===== src/rtl/cmt_pkg.sv =====
package cmt_pkg;

  localparam int CTRL_W = 16;
  localparam int DIV_W  = 7;

  // control word bit positions
  localparam int B_MATCH   = 15;
  localparam int B_OVF     = 14;
  localparam int B_PEND    = 13;
  localparam int B_PERIOD  = 8;

  localparam logic [CTRL_W-1:0] STORE_MASK = 16'h1FBF;

  typedef enum logic [1:0] {
    ROUTE_NONE = 2'd0,
    ROUTE_DMA  = 2'd1,
    ROUTE_IRQ  = 2'd2,
    ROUTE_RSVD = 2'd3
  } route_e;

  function automatic logic [DIV_W-1:0] div_limit(input logic [2:0] sel);
    case (sel)
      3'd4:    div_limit = DIV_W'(7);
      3'd5:    div_limit = DIV_W'(31);
      3'd6:    div_limit = DIV_W'(127);
      default: div_limit = '0;
    endcase
  endfunction

endpackage


===== src/rtl/cmt_edge_sync.sv =====
module cmt_edge_sync #(
  parameter int STAGES = 2
) (
  input  logic clk,
  input  logic rst,
  input  logic async_in,
  output logic rise_o
);
  logic [STAGES:0] sh_q;

  always_ff @(posedge clk) begin
    if (rst) sh_q <= '0;
    else     sh_q <= {sh_q[STAGES-1:0], async_in};
  end

  assign rise_o = sh_q[STAGES-1] & ~sh_q[STAGES];
endmodule


===== src/rtl/cmt_prescaler.sv =====
module cmt_prescaler
  import cmt_pkg::*;
(
  input  logic       clk,
  input  logic       rst,
  input  logic       slow_tick,
  input  logic       run,
  input  logic       clr,
  input  logic [2:0] sel,
  output logic       count_tick
);
  logic [DIV_W-1:0] div_q;
  logic [DIV_W-1:0] limit;
  logic             sel_ok;

  assign limit  = div_limit(sel);
  assign sel_ok = sel[2];

  always_ff @(posedge clk) begin
    if (rst || clr || !run) begin
      div_q <= '0;
    end else if (slow_tick && sel_ok) begin
      div_q <= (div_q == limit) ? '0 : div_q + 1'b1;
    end
  end

  assign count_tick = slow_tick && run && sel_ok && (div_q == limit);

  // the phase counter never runs past the selected ratio
  assert_div_in_range_R3: assert property (@(posedge clk) disable iff (rst)
    (run && sel_ok && $stable(sel)) |=> (div_q <= limit));
endmodule


===== src/rtl/cmt_count_core.sv =====
module cmt_count_core #(
  parameter int W          = 32,
  parameter int SYNC_TICKS = 2
) (
  input  logic         clk,
  input  logic         rst,
  input  logic         slow_tick,
  input  logic         count_tick,
  input  logic         periodic,
  input  logic [W-1:0] cmp_val,
  input  logic         wr_cnt,
  input  logic [W-1:0] wr_val,
  input  logic         clr_match,
  input  logic         clr_ovf,
  output logic [W-1:0] cnt_q,
  output logic         pending_q,
  output logic         match_q,
  output logic         ovf_q
);
  localparam int AGE_W = $clog2(SYNC_TICKS + 1);
  localparam logic [AGE_W-1:0] AGE_LAST = AGE_W'(SYNC_TICKS - 1);

  logic [W-1:0]     pend_val_q;
  logic [AGE_W-1:0] age_q;
  logic             apply;
  logic             hit;
  logic             set_match;
  logic             set_ovf;

  assign apply     = pending_q && slow_tick && (age_q == AGE_LAST) && !wr_cnt;
  assign hit       = (cnt_q == cmp_val);
  assign set_match = count_tick && !apply && hit;
  assign set_ovf   = count_tick && !apply && (&cnt_q) && !(hit && periodic);

  // pending load bookkeeping
  always_ff @(posedge clk) begin
    if (rst) begin
      pend_val_q <= '0;
      pending_q  <= 1'b0;
      age_q      <= '0;
    end else if (wr_cnt) begin
      pend_val_q <= wr_val;
      pending_q  <= 1'b1;
      age_q      <= '0;
    end else if (pending_q && slow_tick) begin
      if (age_q == AGE_LAST) begin
        pending_q <= 1'b0;
        age_q     <= '0;
      end else begin
        age_q <= age_q + 1'b1;
      end
    end
  end

  // counter
  always_ff @(posedge clk) begin
    if (rst) begin
      cnt_q <= '0;
    end else if (apply) begin
      cnt_q <= pend_val_q;
    end else if (count_tick) begin
      if (hit && periodic) cnt_q <= '0;
      else                 cnt_q <= cnt_q + 1'b1;
    end
  end

  // flags: hardware set wins over software clear
  always_ff @(posedge clk) begin
    if (rst) begin
      match_q <= 1'b0;
      ovf_q   <= 1'b0;
    end else begin
      match_q <= set_match | (match_q & ~clr_match);
      ovf_q   <= set_ovf   | (ovf_q   & ~clr_ovf);
    end
  end

  assert_load_on_last_edge_R4: assert property (@(posedge clk) disable iff (rst)
    (pending_q && slow_tick && age_q == AGE_LAST && !wr_cnt)
      |=> (cnt_q == $past(pend_val_q)) && !pending_q);

  assert_periodic_restart_R5: assert property (@(posedge clk) disable iff (rst)
    (count_tick && !apply && hit && periodic) |=> (cnt_q == '0) && match_q);

  assert_wrap_sets_ovf_R7: assert property (@(posedge clk) disable iff (rst)
    (count_tick && !apply && (&cnt_q) && !(hit && periodic))
      |=> ovf_q && (cnt_q == '0));
endmodule


===== src/rtl/cmt_channel_timer.sv =====
module cmt_channel_timer
  import cmt_pkg::*;
#(
  parameter int CHAN_IDX   = 0,
  parameter int CNT_W      = 32,
  parameter int DATA_W     = 32,
  parameter int ADDR_W     = 8,
  parameter int SYNC_TICKS = 2
) (
  input  logic              clk,
  input  logic              rst,
  input  logic              slow_clk_in,
  input  logic              bus_wr,
  input  logic              bus_rd,
  input  logic [ADDR_W-1:0] bus_addr,
  input  logic [DATA_W-1:0] bus_wdata,
  output logic [DATA_W-1:0] bus_rdata,
  output logic              dma_req,
  output logic              irq_req
);
  localparam int CH_BASE  = 16 + 16 * CHAN_IDX;
  localparam logic [ADDR_W-1:0] A_START = ADDR_W'(0);
  localparam logic [ADDR_W-1:0] A_CTRL  = ADDR_W'(CH_BASE);
  localparam logic [ADDR_W-1:0] A_CNT   = ADDR_W'(CH_BASE + 4);
  localparam logic [ADDR_W-1:0] A_CMP   = ADDR_W'(CH_BASE + 8);

  logic              run_q;
  logic [CTRL_W-1:0] store_q;
  logic [CNT_W-1:0]  cmp_q;
  logic              wr_ctrl, wr_cnt, wr_cmp, wr_start;
  logic              slow_tick, count_tick;
  logic [CNT_W-1:0]  cnt_val;
  logic              pending, match_flag, ovf_flag;
  logic [CTRL_W-1:0] ctrl_rd;
  route_e            route;

  assign wr_ctrl  = bus_wr && (bus_addr == A_CTRL);
  assign wr_cnt   = bus_wr && (bus_addr == A_CNT);
  assign wr_cmp   = bus_wr && (bus_addr == A_CMP);
  assign wr_start = bus_wr && (bus_addr == A_START);
  assign route    = route_e'(store_q[5:4]);

  always_ff @(posedge clk) begin
    if (rst) begin
      run_q   <= 1'b0;
      store_q <= '0;
      cmp_q   <= '1;
    end else begin
      if (wr_start) run_q   <= bus_wdata[CHAN_IDX];
      if (wr_ctrl)  store_q <= bus_wdata[CTRL_W-1:0] & STORE_MASK;
      if (wr_cmp)   cmp_q   <= bus_wdata[CNT_W-1:0];
    end
  end

  cmt_edge_sync #(.STAGES(2)) u_sync (
    .clk(clk), .rst(rst), .async_in(slow_clk_in), .rise_o(slow_tick)
  );

  cmt_prescaler u_div (
    .clk(clk), .rst(rst), .slow_tick(slow_tick), .run(run_q),
    .clr(wr_ctrl), .sel(store_q[2:0]), .count_tick(count_tick)
  );

  cmt_count_core #(.W(CNT_W), .SYNC_TICKS(SYNC_TICKS)) u_core (
    .clk(clk), .rst(rst), .slow_tick(slow_tick), .count_tick(count_tick),
    .periodic(store_q[B_PERIOD]), .cmp_val(cmp_q),
    .wr_cnt(wr_cnt), .wr_val(bus_wdata[CNT_W-1:0]),
    .clr_match(wr_ctrl && !bus_wdata[B_MATCH]),
    .clr_ovf(wr_ctrl && !bus_wdata[B_OVF]),
    .cnt_q(cnt_val), .pending_q(pending), .match_q(match_flag), .ovf_q(ovf_flag)
  );

  always_comb begin
    ctrl_rd          = store_q;
    ctrl_rd[B_MATCH] = match_flag;
    ctrl_rd[B_OVF]   = ovf_flag;
    ctrl_rd[B_PEND]  = pending;
  end

  always_ff @(posedge clk) begin
    if (rst) begin
      bus_rdata <= '0;
    end else if (bus_rd) begin
      case (bus_addr)
        A_START: bus_rdata <= DATA_W'(run_q) << CHAN_IDX;
        A_CTRL:  bus_rdata <= DATA_W'(ctrl_rd);
        A_CNT:   bus_rdata <= DATA_W'(cnt_val);
        A_CMP:   bus_rdata <= DATA_W'(cmp_q);
        default: bus_rdata <= '0;
      endcase
    end
  end

  always_ff @(posedge clk) begin
    if (rst) begin
      dma_req <= 1'b0;
      irq_req <= 1'b0;
    end else begin
      dma_req <= match_flag && (route == ROUTE_DMA);
      irq_req <= match_flag && (route == ROUTE_IRQ);
    end
  end

  assert_flag_clear_by_write_R8: assert property (@(posedge clk) disable iff (rst)
    $fell(match_flag) |-> $past(wr_ctrl && !bus_wdata[B_MATCH]));

  assert_irq_route_R9: assert property (@(posedge clk) disable iff (rst)
    irq_req |-> $past(match_flag && route == ROUTE_IRQ));

  assert_dma_route_R9: assert property (@(posedge clk) disable iff (rst)
    dma_req |-> $past(match_flag && route == ROUTE_DMA));
endmodule


===== config.mk =====
export PLATFORM = sky130hd
export DESIGN_NAME = cmt_channel_timer
export DESIGN_NICKNAME = d
export VERILOG_FILES = /design/src/rtl/cmt_pkg.sv /design/src/rtl/cmt_edge_sync.sv /design/src/rtl/cmt_prescaler.sv /design/src/rtl/cmt_count_core.sv /design/src/rtl/cmt_channel_timer.sv
export SDC_FILE = /design/constraint.sdc
export NUM_CORES = 1
export LEC_CHECK = 0
export BUFFER_PORTS_ARGS = -buffer_cell sky130_fd_sc_hd__buf_2
export CORE_UTILIZATION = 50
export DETAILED_ROUTE_END_ITERATION = 7
export PLACE_DENSITY = 0.66
export SLEW_MARGIN = 20
export SYNTH_ARGS = -nofsm -noshare
export SYNTH_HDL_FRONTEND = slang
export SYNTH_SLANG_ARGS = --single-unit

===== constraint.sdc =====
create_clock -name clk -period 6.67 [get_ports clk]
set_input_delay 0 -clock clk [delete_from_list [all_inputs] [get_ports clk]]
set_output_delay 0 -clock clk [all_outputs]
set_load 0.01 [all_outputs]

Yosys cells after proc, flatten, opt, wreduce, memory -nomap -nowiden
Cells that the tools add are included.
{"block": "totals", "register_bits": 158, "out_inout_bits": 34, "input_bits": 45}
{"block": "classes", "addsub": 3, "reduce_logical": 35, "eq_ne": 11, "n_bitwise": 8, "mux": 10}
{"cell": "$pmux W32 S4", "count": 1}
{"cell": "$mux W32", "count": 3}
{"cell": "$add A32 B1 Y32 const B", "count": 1}
{"cell": "$eq A32 B32 Y1", "count": 1}
{"cell": "$reduce_and A32 Y1", "count": 1}
{"cell": "$eq A8 B5 Y1 const B", "count": 3}
{"cell": "$pmux W7 S3", "count": 1}
{"cell": "$logic_and A1 B1 Y1", "count": 20}
{"cell": "$eq A3 B3 Y1 const B", "count": 3}
{"cell": "$logic_not A8 Y1", "count": 1}
{"cell": "$add A7 B1 Y7 const B", "count": 1}
{"cell": "$eq A7 B7 Y1", "count": 1}
{"cell": "$mux W7", "count": 1}
{"cell": "$logic_not A1 Y1", "count": 6}
{"cell": "$reduce_bool A2 Y1", "count": 3}
{"cell": "$eq A2 B1 Y1 const B", "count": 2}
{"cell": "$and A1 B1 Y1", "count": 3}
{"cell": "$mux W1", "count": 3}
{"cell": "$not A1 Y1", "count": 3}
{"cell": "$add A2 B1 Y2 const B", "count": 1}
{"cell": "$eq A2 B2 Y1 const B", "count": 1}
{"cell": "$logic_or A1 B1 Y1", "count": 2}
{"cell": "$mux W2", "count": 1}
{"cell": "$or A1 B1 Y1", "count": 2}
{"cell": "2 further kinds", "count": 2}

Longest topological paths before layout
{"block": "logic_depth", "word_depth": 10, "ltp_mapped": 9}

Hierarchy
From an unflattened synthesis, not the netlist that was laid out.
{"block": "unflattened", "hier_cells": 883, "hier_area_um2": 7977.7}
{"module": "cmt_count_core", "cells_per_inst": 442, "instances": 1, "area_per_inst_um2": 3802.4}
{"module": "cmt_channel_timer", "cells_per_inst": 387, "instances": 1, "area_per_inst_um2": 3661.0}
{"module": "cmt_prescaler", "cells_per_inst": 47, "instances": 1, "area_per_inst_um2": 426.7}
{"module": "cmt_edge_sync", "cells_per_inst": 7, "instances": 1, "area_per_inst_um2": 87.6}

Worst setup path before layout
OpenSTA, ideal clock, no wires.
{"block": "synth_path", "kind": "reg2reg", "from": "register u_core.cnt_q[5]", "to": "register u_core.cnt_q[20]", "stages_incl_launch_ff": 10, "setup_ps": 132, "arrival_time_ps": 2109, "synth_period_minus_slack_ps": 2241, "path_slack_ps": 4429, "t_required_ps": 6538, "path_cell_list": "dfxtp_1 > clkbuf_1 > xnor2_1 > nand4_1 > nor4_1 > nand3_1 > clkbuf_1 > clkbuf_1 > o211ai_1 > a21oi_1"}
{"block": "synth_between", "elab_chain_cells": 5}
{"element": "start, declared", "line": "cmt_count_core.sv:15", "source": "output logic [W-1:0] cnt_q,"}
{"element": "start signal, assigned", "line": "cmt_count_core.sv:60", "source": "cnt_q <= pend_val_q;"}
{"element": "start signal, assigned", "line": "cmt_count_core.sv:63", "source": "else cnt_q <= cnt_q + 1'b1;"}
{"element": "branches (longest 2 deep; another with $add A32 B1 Y32)"}
{"element": "$mux W32 *", "line": "cmt_count_core.sv:62", "source": "if (hit && periodic) cnt_q <= '0;"}
{"element": "$mux W32 *", "line": "cmt_count_core.sv:61", "source": "end else if (count_tick) begin"}
{"element": "$mux W32 *", "line": "cmt_count_core.sv:59", "source": "end else if (apply) begin"}
Mark *: on every way between the ends. The select of a mux whose other input is x is not followed.
A chain may end at the register's enable or synchronous reset.

Worst setup path in the final report
{"block": "layout_path", "from": "register u_core.cnt_q[8]", "to": "register u_core.cnt_q[30]"}
Same word-level chain as after synthesis.

==> reports/metrics.sh <==
STATUS='finished clean'
GRT_PASS1_VIAS=6924
YOSYS_MOST_USED_DFF='dfxtp_1'
ANTENNA-DIODE-COUNT=0
TIMING.FINAL.MAX_SLEW_VIOLATIONS=0
WORST-SETUP-PATH-TYPE='flop to flop'
CTS-BUFFERS-INSERTED=17
P_INT_uW=1520
FIN_TNS_SETUP_NS=0
MAX-SLEW-MARGIN-REL=0.296
SEQUENTIAL_AREA_SHARE_AFTER_SYNTHESIS=0.410
NETS_FINAL=1088
REGISTER_AREA_MM2=0.00316
CORE_AREA_MM2=0.0151
HOLD_DEPTH=4
CP-END-KIND='flop'
NETSWITCHINGPOWER_uW=460
CRITICAL_PATH_LAUNCH_POINT_TYPE='flop'
FINAL_MIN_PERIOD_OVER_CLOCK_PERIOD=0.487
CRITICAL_PATH.MAX_STAGE_DELAY_NS=0.68
AREA_GROWTH_SYN_TO_LAYOUT_PCT=17.0
FINAL_PERIOD_MINUS_WORST_SETUP_SLACK_NS=3.25
IRDROPWORSTVDD_V=0.000182
GRT_PASS1_WL_UM=38900
CELLPOWERDENSITY_mW_PER_MM2=220
ROWS=45
CTS-RESIZED-GATES=0
SEQ_POWER_SHARE=0.482
NUMPORTBUFFERS=78
SYNTH.DISTINCT_CELLS=54
CLOCK_TREE.HTREE_LEVEL_COUNT=4
TOTAL_LEAKAGE_POWER_uW=0.00346
ROUTE.DETAILED.VIAS_PER_INST=6.09
ANTENNA_LEFT=0
GRT_UTIL_ALL_LAYERS=0.316
SLOWEST_STAGE='nand3_1'
SYN-MEAN-INSTANCE-AREA_UM2=7.82
DRC=0
CLK_ROOT_BUFFER_CELL='clkbuf_16'
POSTPLACECELLAREA_MM2=0.00811
CAP_VIOLATIONS=0
HOLD_END='run_q$_SDFFE_PP0P_'
CTS.PATH.MAX_BUFFERS=2
TRITONCTS='built'
INSERTION_DELAY_NS=0.44
DIE_X_UM=126
AREA_ENCLOSED_BY_THE_DIE_BOUNDARY_MM2=0.0159
PWR-SHARE-CLK=0.474
DESIGN.PORTCOUNT=79
FFS_W_ASYNC_S_R_SYNTH=0
NETLIST_AREA_MM2=0.00772
MULTI_INPUT_COMB_AREA_MM2=0.00420
VIAS=7562
POWER.COMBINATIONAL.FRACTION=0.044
SW_SHARE=0.232
SETUP_VIOL=0
START_UTIL=0.510
TIMING.REG2REG.SETUP_SLACK_NS=3.42
GP_CONGESTION=0.922
DIE_HEIGHT_UM=126
HOLD_START='bus_wr'
MAXIMUM_NUMBER_OF_PINS_ON_ONE_NET_BEFORE_GLOBAL_ROUTE_REPAIR=91
POSTSYNTHCELLCOUNT=987
WORST_R2R_STARTPOINT='u_core.cnt_q[8]$_SDFFE_PP0P_'
INITIAL_ANTENNA_VIOLATION_COUNT=0
SYNTH_ENABLE_FLOP_CELLS=0
DRIVE_ABOVE_1_SHARE=0.130
SYNTH_FP_NETS=1034
CRIT_PATH_CELL_TRACE='xnor2_1, nand4_1, nor4_1, nand3_1, buf_4, nor3b_1, o31a_1'
GRT-OVFL-TOTAL=0
PLACE.DETAILED.HPWL_UM=16000
CRIT_PATH_MAX_FANOUT=23
ACHIEVABLE-FREQUENCY_MHz=308
FINAL_AREA_MM2=0.00903
WORST_EP_REQUIRED_TIME_NS=6.99
WORST_SLEW_PIN_SLEW_NS=1.05
N_FILL_CELL=1394
FINCLKSKEW_NS=0.00878
PATH_DEPTH=7
TIMING.REG2REG.WORST_PATH_DEPTH=7
DETAIL_ROUTE.FIRST_PASS.ITERATIONS=7
WIRELENGTH_UM=24500
DETAIL_ROUTE.WL_PER_CELL_UM=19.7
WORST_PATH_CLK_SLEW_NS=0.06
GRT_SETUP_UNREPAIRED='no'
FIRST_ITER_VIOLATIONS=814
CTS.SINKS=158
DATA_ARRIVAL_TIME_OF_THE_CRITICAL_PATH_NS=3.57
CRITPATHTOPFAMILY='simple AND/OR/NAND/NOR gates'
MIN-DELAY-PATH-CLASS='input port to flop'
SYNTHESIS.YOSYS.WARNINGS=0
WORSTREG2REGEND='u_core.cnt_q[30]$_SDFFE_PP0P_'
FINALHOLDVIOLATIONS=0
TIMING.CRITICAL_PATH.BUF_INV=1
SYNTH_SEQ_CELLS=158
[worst reg2reg max path, stage by stage (launching register included)]
cell     delay [ns]
dfxtp_1        0.52
xnor2_1        0.17
nand4_1        0.15
nor4_1         0.67
nand3_1        0.68
buf_4          0.47
nor3b_1        0.18
o31a_1         0.31
[sequential cells by signal (all words and copies together) (netlist names)]
| signal | count |
|---|---|
| u_core.match_q | 1 |
| dma_req | 1 |
| bus_rdata | 32 |
| store_q | 12 |
| u_core.pend_val_q | 32 |
| u_div.div_q | 7 |
| u_core.age_q | 2 |
| run_q | 1 |
| u_core.cnt_q | 32 |
| u_core.pending_q | 1 |
| u_core.ovf_q | 1 |
| irq_req | 1 |
| cmp_q | 32 |
| u_sync.sh_q | 3 |
[area by class of cell]
| class | count | area share |
|---|---|---|
| Multi-Input combinational cell | 733 | 0.465 |
| Sequential cell | 158 | 0.350 |
| Timing Repair Buffer | 128 | 0.0948 |
| Clock buffer | 20 | 0.0506 |
| Tap cell | 188 | 0.0260 |
| Clock inverter | 12 | 0.0126 |
| Inverter | 3 | 0.00125 |
[cell usage after synthesis (5+ instances only)]
cell type,count,area share
and3_1,6,0.0049
a211oi_1,24,0.023
a2bb2oi_1,18,0.020
nand2b_1,11,0.0089
nand4_1,31,0.025
a22oi_1,29,0.028
dfxtp_1,158,0.41
o21ai_0,10,0.0065
and2_1,14,0.011
buf_2,22,0.014
a31oi_1,16,0.013
nor3_1,15,0.0097
a21oi_1,68,0.044
nor2b_1,15,0.012
nand3_1,67,0.043
or4_1,5,0.0049
xnor2_1,40,0.045
nand2_1,203,0.099
clkbuf_1,65,0.032
nor4_1,11,0.0089
mux2i_1,15,0.019
xor2_1,5,0.0057
a222oi_1,5,0.0065
nor2_1,68,0.033
[power groups by stage]
stage          clock network (µW)  registers (µW)  logic, µW
2_1_floorplan                   0             977       33.0
3_3_place_gp                    0             976       69.9
3_5_place_dp                    0             976       69.5
4_1_cts                       946             955       85.6
5_1_grt                       987             956       94.0
6_report                      940             955       87.1
[per-layer routing]
metal / part of all wire / vias up / global-route usage
met5: 0 / - / 0
met4: 0.029 / 0 / 0.116
met3: 0.083 / 54 / 0.0743
met2: 0.45 / 329 / 0.488
met1: 0.44 / 3590 / 0.430
li1: - / 3589 / -
[worst max-delay path by stage]
stage | to | slack (ns) | startpoint
3_5_place_dp | u_core.cnt_q[30]$_SDFFE_PP0P_ | 3.45 | u_core.cnt_q[8]$_SDFFE_PP0P_
6_report | u_core.cnt_q[30]$_SDFFE_PP0P_ | 3.42 | u_core.cnt_q[8]$_SDFFE_PP0P_
2_1_floorplan | u_core.cnt_q[20]$_SDFFE_PP0P_ | 4.43 | u_core.cnt_q[5]$_SDFFE_PP0P_
4_1_cts | u_core.cnt_q[30]$_SDFFE_PP0P_ | 3.43 | u_core.cnt_q[8]$_SDFFE_PP0P_
5_1_grt | u_core.cnt_q[30]$_SDFFE_PP0P_ | 3.22 | u_core.cnt_q[8]$_SDFFE_PP0P_
3_3_place_gp | u_core.cnt_q[30]$_SDFFE_PP0P_ | 3.58 | u_core.cnt_q[8]$_SDFFE_PP0P_
[kinds of logic after synthesis]
group           after synthesis  share of synthesized area
compound gates              196                      0.170
xor+xnor                     45                     0.0510
fa+ha+maj                     2                    0.00324
buf+inv                      96                     0.0522
flops                       158                      0.410
mux                          15                     0.0194
simple gates                475                      0.294
[stage by stage]
step                      utilization  total power [µW]  cells  setup WS (ns)  hold WS (ns)
after floorplan                     -              1010    987           4.43         0.124
after global routing            0.596              2040   1242           3.22        0.0715
after detailed placement        0.535              1050   1175           3.45         0.225
final                           0.596              1980   1242           3.42        0.0144
after CTS                       0.596              1990   1242           3.43        0.0160
after global placement          0.535              1050   1175           3.58         0.211
[placed cells by master (no fill, tap or decap), types with 29 or more instances in the layout]
| cell | netlist | routed |
|---|---|---|
| nand2_1 | 203 | 203 |
| dfxtp_1 | 158 | 158 |
| buf_2 | 22 | 77 |
| a21oi_1 | 68 | 68 |
| nand3_1 | 67 | 67 |
| nor2_1 | 68 | 67 |
| xnor2_1 | 40 | 40 |
| dlygate4sd3_1 | 0 | 35 |
| nand4_1 | 31 | 31 |
| a22oi_1 | 29 | 29 |
[repair_timing]
| action | 4_1_cts | 5_1_grt |
|---|---|---|
| hold buffers | 35 | 0 |
| endpoints found under the hold margin | 98 | 0 |
| setup buffers | 0 | 0 |
No activity file was read; power rests on OpenSTA's default activity.
